File: config.mk
export PLATFORM = sky130hd
export DESIGN_NAME = sdp_unlock_seq
export DESIGN_NICKNAME = d
export VERILOG_FILES = /design/src/rtl/sdp_unlock_pkg.sv /design/src/rtl/sdp_cmd_match.sv /design/src/rtl/sdp_load_window.sv /design/src/rtl/sdp_unlock_seq.sv
export SDC_FILE = /design/constraint.sdc
export NUM_CORES = 1
export LEC_CHECK = 0
export BUFFER_PORTS_ARGS = -buffer_cell sky130_fd_sc_hd__buf_2
export CAP_MARGIN = 40
export CORE_ASPECT_RATIO = 1.4
export CORE_MARGIN = 1.5
export CORE_UTILIZATION = 48
export DETAILED_ROUTE_END_ITERATION = 12
export PLACE_DENSITY = 0.78
export SYNTH_ARGS = -nofsm -noshare
export SYNTH_HDL_FRONTEND = slang
export SYNTH_HIERARCHICAL = 1
export SYNTH_SLANG_ARGS = --single-unit
export TNS_END_PERCENT = 20
File: constraint.sdc
create_clock -name clk -period 2 [get_ports clk]
set_input_delay 0.4 -clock clk [delete_from_list [all_inputs] [get_ports clk]]
set_output_delay 0.4 -clock clk [all_outputs]
set_load 0.01 [all_outputs]
File: src/rtl/sdp_unlock_pkg.sv
package sdp_unlock_pkg;
  localparam int CMD_STEPS = 3;

  typedef enum logic [1:0] {
    M_IDLE   = 2'd0,
    M_SEQ    = 2'd1,
    M_OPEN   = 2'd2,
    M_REJECT = 2'd3
  } gate_mode_e;
endpackage

File: src/rtl/sdp_cmd_match.sv
module sdp_cmd_match #(
  parameter int AW = 15,
  parameter int DW = 8,
  parameter int STEPS = 3,
  parameter logic [STEPS-1:0][AW-1:0] CMD_ADDR = '0,
  parameter logic [STEPS-1:0][DW-1:0] CMD_DATA = '0
) (
  input  logic [AW-1:0]    addr,
  input  logic [DW-1:0]    data,
  output logic [STEPS-1:0] hit
);
  for (genvar k = 0; k < STEPS; k++) begin : g_step
    assign hit[k] = (addr == CMD_ADDR[k]) && (data == CMD_DATA[k]);
  end
endmodule

File: src/rtl/sdp_load_window.sv
module sdp_load_window #(
  parameter int WIN_TICKS = 4
) (
  input  logic clk,
  input  logic rst_n,
  input  logic active,
  input  logic restart,
  input  logic tick,
  output logic expire
);
  localparam int CW = $clog2(WIN_TICKS + 1);
  localparam logic [CW-1:0] LAST = CW'(WIN_TICKS - 1);

  logic [CW-1:0] cnt;

  assign expire = active && tick && !restart && (cnt == LAST);

  always_ff @(posedge clk) begin
    if (!rst_n) begin
      cnt <= '0;
    end else if (restart || expire || !active) begin
      cnt <= '0;
    end else if (tick) begin
      cnt <= cnt + 1'b1;
    end
  end

  // window count never runs beyond its limit while open
  a_r10_cnt_bound: assert property (@(posedge clk) disable iff (!rst_n)
    cnt <= LAST);
endmodule

File: src/rtl/sdp_unlock_seq.sv
module sdp_unlock_seq
  import sdp_unlock_pkg::*;
#(
  parameter int AW = 15,
  parameter int DW = 8,
  parameter int WIN_TICKS = 4,
  parameter logic [CMD_STEPS-1:0][AW-1:0] CMD_ADDR = {15'h5555, 15'h2AAA, 15'h5555},
  parameter logic [CMD_STEPS-1:0][DW-1:0] CMD_DATA = {8'hA0, 8'h55, 8'hAA}
) (
  input  logic          clk,
  input  logic          rst_n,
  input  logic          wr_valid,
  output logic          wr_ready,
  input  logic [AW-1:0] wr_addr,
  input  logic [DW-1:0] wr_data,
  input  logic          load_tick,
  output logic          dec_valid,
  input  logic          dec_ready,
  output logic [AW-1:0] dec_addr,
  output logic [DW-1:0] dec_data,
  output logic          dec_grant,
  output logic          dec_discard,
  output logic          win_close,
  output logic          unlocked
);
  localparam int IW = (CMD_STEPS > 1) ? $clog2(CMD_STEPS) : 1;
  localparam logic [IW-1:0] LAST_STEP = IW'(CMD_STEPS - 1);

  gate_mode_e          mode, mode_nx;
  logic [IW-1:0]       step, step_nx;
  logic [CMD_STEPS-1:0] hit;
  logic                sel_hit;
  logic                acc;
  logic                grant_nx;
  logic                expire;

  assign acc      = wr_valid && wr_ready;
  assign wr_ready = !dec_valid || dec_ready;
  assign unlocked = (mode == M_OPEN);

  sdp_cmd_match #(
    .AW(AW), .DW(DW), .STEPS(CMD_STEPS),
    .CMD_ADDR(CMD_ADDR), .CMD_DATA(CMD_DATA)
  ) u_match (
    .addr(wr_addr),
    .data(wr_data),
    .hit (hit)
  );

  sdp_load_window #(.WIN_TICKS(WIN_TICKS)) u_window (
    .clk    (clk),
    .rst_n  (rst_n),
    .active (mode != M_IDLE),
    .restart(acc),
    .tick   (load_tick),
    .expire (expire)
  );

  always_comb begin
    sel_hit = 1'b0;
    for (int k = 0; k < CMD_STEPS; k++) begin
      if (step == IW'(k)) sel_hit = hit[k];
    end
  end

  always_comb begin
    mode_nx  = mode;
    step_nx  = step;
    grant_nx = 1'b0;
    if (acc) begin
      unique case (mode)
        M_IDLE, M_SEQ: begin
          if (sel_hit) begin
            if (step == LAST_STEP) begin
              mode_nx = M_OPEN;
              step_nx = '0;
            end else begin
              mode_nx = M_SEQ;
              step_nx = step + 1'b1;
            end
          end else begin
            mode_nx = M_REJECT;
            step_nx = '0;
          end
        end
        M_OPEN:   grant_nx = 1'b1;
        M_REJECT: grant_nx = 1'b0;
        default:  grant_nx = 1'b0;
      endcase
    end else if (expire) begin
      mode_nx = M_IDLE;
      step_nx = '0;
    end
  end

  always_ff @(posedge clk) begin
    if (!rst_n) begin
      mode      <= M_IDLE;
      step      <= '0;
      win_close <= 1'b0;
    end else begin
      mode      <= mode_nx;
      step      <= step_nx;
      win_close <= expire;
    end
  end

  always_ff @(posedge clk) begin
    if (!rst_n) begin
      dec_valid   <= 1'b0;
      dec_addr    <= '0;
      dec_data    <= '0;
      dec_grant   <= 1'b0;
      dec_discard <= 1'b0;
    end else if (acc) begin
      dec_valid   <= 1'b1;
      dec_addr    <= wr_addr;
      dec_data    <= wr_data;
      dec_grant   <= grant_nx;
      dec_discard <= !grant_nx;
    end else if (dec_ready) begin
      dec_valid <= 1'b0;
    end
  end

  // a write taken while locked can never be granted
  a_r2_locked_discards: assert property (@(posedge clk) disable iff (!rst_n)
    (wr_valid && wr_ready && !unlocked) |=> (dec_valid && dec_discard && !dec_grant));

  // a stalled decision holds its contents
  a_r8_hold_stalled: assert property (@(posedge clk) disable iff (!rst_n)
    (dec_valid && !dec_ready) |=> (dec_valid && $stable(dec_addr) && $stable(dec_data)
                                   && $stable(dec_grant) && $stable(dec_discard)));

  // the close pulse lasts one cycle
  a_r10_single_pulse: assert property (@(posedge clk) disable iff (!rst_n)
    win_close |=> !win_close);

  // closing the window relocks the gate
  a_r7_close_relocks: assert property (@(posedge clk) disable iff (!rst_n)
    win_close |-> !unlocked);

  // a write never coincides with a close of its own window
  a_r11_write_keeps_open: assert property (@(posedge clk) disable iff (!rst_n)
    (wr_valid && wr_ready) |=> !win_close);
endmodule

==> metrics.cfg <==
[yosys]
synth.mux.area_fraction = 0.006400
synthCells = 182
synth_compound_area_frac = 0.1944
synth_seq_cells = 34
synth_edf_count = 0
synth-simple-area-share = 0.2848
synth_fa_ha_area_frac = 0.01600
synth-seq-area-share = 0.4352
synth.distinct_cells = 39
ys.flop_type = dfxtp_1
synth.top_cell.area_share = 0.4352
synth_top_family_by_area = simple AND/OR/NAND/NOR gates
synth.area.top_cells = dfxtp_1 44%, a21oi_1 8.3%, nand3_1 8.3%, o21ai_0 7.7%, nor4b_2 3.8%
synthArstFlopShare = 0
syn_area_per_cell_sq_um = 8.593
syn_area_sq_um = 1564
ys.warnings.count = 6
yosysTopAreaCell = dfxtp_1
synth_nets = 212
synth-xor-area-share = 0.005600

[cells_and_area]
layout.area.seq_sq_um = 680.7
layout-drive-gt1-share = 0.3277
syn_to_final_growth_pct = 25.92
layout_commonest_cell = buf_2
antenna-diode-count = 0
fin_util = 0.6306
fin_nets = 267
n_fill_cell = 326
multi_input_area_sq_um = 793.3
layout_common_cells = 56 x buf_2, 34 x dfxtp_1, 26 x a21oi_1, 26 x nand3_1, 24 x o21ai_0

[pwr]
clkPwrFrac = 0.389
power_switching_uw = 384.4
max-vdd-ir-drop_v = 0.0008759
power_frac_comb = 0.143
p_leak_uw = 0.0008591
seq_power_share = 0.468
p_int_uw = 1181
powerDensity_nw_per_um2 = 794.7
switching_share = 0.2456

[floorplan]
core_area_sq_um = 3123
fp.dieArea_sq_um = 3614
start_util = 0.5008
ios = 57
rows = 24
die_h_um = 70.54
fp.dieW_um = 51.24

[sta]
rsz0062_at_grt = no
worstMarginPinSlew_ns = 0.5026
setup_viol = 0
timing.final.crit_share = 0.8803
worst_hold_slack_ns = 0.3880
fin_setup_tns_ns = 0
fmax_mhz = 568.0
maxSlewHeadroom = 0.6619
fin_skew_ns = 0.006679
hold_viol_final = 0
period_minus_slack_ns = 1.761
report.final.slew_viol_count = 0

[hold_path]
min_path_type = in -> reg
worstHoldStart = wr_data[5]

[critical_path]
worstRegToRegCells = 6
cp_num_buf_inv = 0
worst_setup_path_end_kind = flop
r2r_end = step[1]
cp_slowest_cell = a21boi_0
crit_path_start_kind = flop
path_max_fanout = 4
critPathCapture = step[1]
cp-startpoint = u_window/cnt[0]
crit_required_ns = 2.14
path_class = reg -> reg
critPathMaxStageDelay_ns = 0.44
critical_path.top_delay_family = compound AO/OA/AOI/OAI gates
reg2reg_slack_ns = 0.24
crit_arrival_ns = 1.90
cp_common_cell = ha_1
r2r_start = u_window/cnt[0]
crit_chain = ha_1 -> ha_1 -> and2_4 -> and3b_2 -> a21boi_0 -> o32ai_1
path_depth = 6

[clock_tree]
holdBufCountCts = 0
insertion_delay_ns = 0.28
cts_made_buffers = 5
clockBufferDepth = 2
cts_resized = 0
path_clk_slew_ns = 0.07
cts_root_buf = clkbuf_8
cts_tree = yes
htree_levels = 2
cts_setup_buffers = 0
clock-sinks = 34

[routing]
ant_nets = 0
drcViolationCount = 0
dr.pass1.iters = 4
vias = 1578
drt_wl_total_um = 4115
wl_per_cell_um = 14.86
drt_iter0_drc = 50
via_per_inst = 5.697

[place]
hpwl_um = 3012
routabilityCongestion = 0.8878
numPortBuffers = 56

[global_route]
grtUsageMet2 = 0.4329
use_met3 = 0.04852
gr-total-overflow = 0
track_usage = 0.2460
grt_pass1_vias = 1529
grt.busiest_layer = met2
grt_use_met1 = 0.2834
grt_pass1_wl_um = 6831
antenna_found_initial = 0
grt_max_degree = 29

[run_status]
status = complete, no violations

[job]
max-cap-violations = 0

==> kinds of logic after synthesis <==
| kind of cell | after synthesis |
|---|---|
| buffers and inverters | 18 |
| muxes | 1 |
| xor gates and xnor gates | 1 |
| adders and majority gates | 2 |
| DFF | 34 |
| and+or+nand+nor | 69 |
| AOI/OAI and AO/OA | 57 |
==> worst min path at each step <==
stage,endpoint,slack [ns],cells past startpoint
6_report,dec_data[5],0.39,3
5_1_grt,dec_data[5],0.39,3
4_1_cts,dec_data[5],0.38,3
3_5_place_dp,dec_data[3],0.46,2
3_3_place_gp,dec_addr[10],0.46,2
2_1_floorplan,mode[0],0.44,2
==> flip-flops by register name, indices dropped and copies added, names as in the netlist <==
name / cells
dec_addr: 15
dec_data: 8
dec_discard: 1
dec_grant: 1
dec_valid: 1
mode: 2
step: 2
u_window/cnt: 3
win_close: 1
==> synth_stat cells (all sizes together) (2+ instances only) <==
| cell type | number |
|---|---|
| dfxtp | 34 |
| a21oi | 26 |
| nand3 | 26 |
| o21ai | 24 |
| buf | 8 |
| nand2 | 7 |
| nor2 | 7 |
| clkbuf | 6 |
| inv | 4 |
| nor4b | 4 |
| nor3 | 3 |
| nor4bb | 3 |
| and2 | 2 |
| and3b | 2 |
| and4b | 2 |
| ha | 2 |
| nand2b | 2 |
| nand3b | 2 |
| nand4 | 2 |
| nand4b | 2 |
| nor2b | 2 |
| o22ai | 2 |
==> worst min-delay path: cells and delay by family <==
kind / cells / cell delay (ns)
AO/OA/AOI/OAI: 1 / 0.05
buffers and inverters: 1 / 0.11
AND/OR/NAND/NOR: 1 / 0.06
==> layout make-up <==
class	instances	share of cell area
multi-input combinational	130	0.4028
sequential	34	0.3456
timing repair buffer	62	0.1652
clock buffer	7	0.03875
tap	39	0.02478
clock inverter	1	0.01525
inverter	4	0.007624
==> layer usage <==
metal  vias to the layer above  wire length (um)  share of wire
met5                         -                 0              0
met4                         0                85          0.021
met3                         9               229          0.056
met2                        63              2165           0.53
met1                       734              1636           0.40
li1                        772                 -              -
==> power groups by stage <==
stage	Clock, uW	Sequential, uW	Combinational [uW]
floorplan	0	761	110
global placement	0	746	220
detailed placement	0	748	223
CTS	621	733	224
global route	644	736	248
finish	608	733	224
==> per-stage QoR <==
step	setup slack, ns	power (uW)	cell area (sq um)	std cells
floorplan	0.4719	871.2	1564	182
global placement	0.2765	966.3	1863	269
detailed placement	0.2369	970.7	1863	269
CTS	0.2272	1577	1969	277
global route	0.03566	1628	1969	277
finish	0.2394	1565	1969	277
Power figures use the tool's default switching activity.
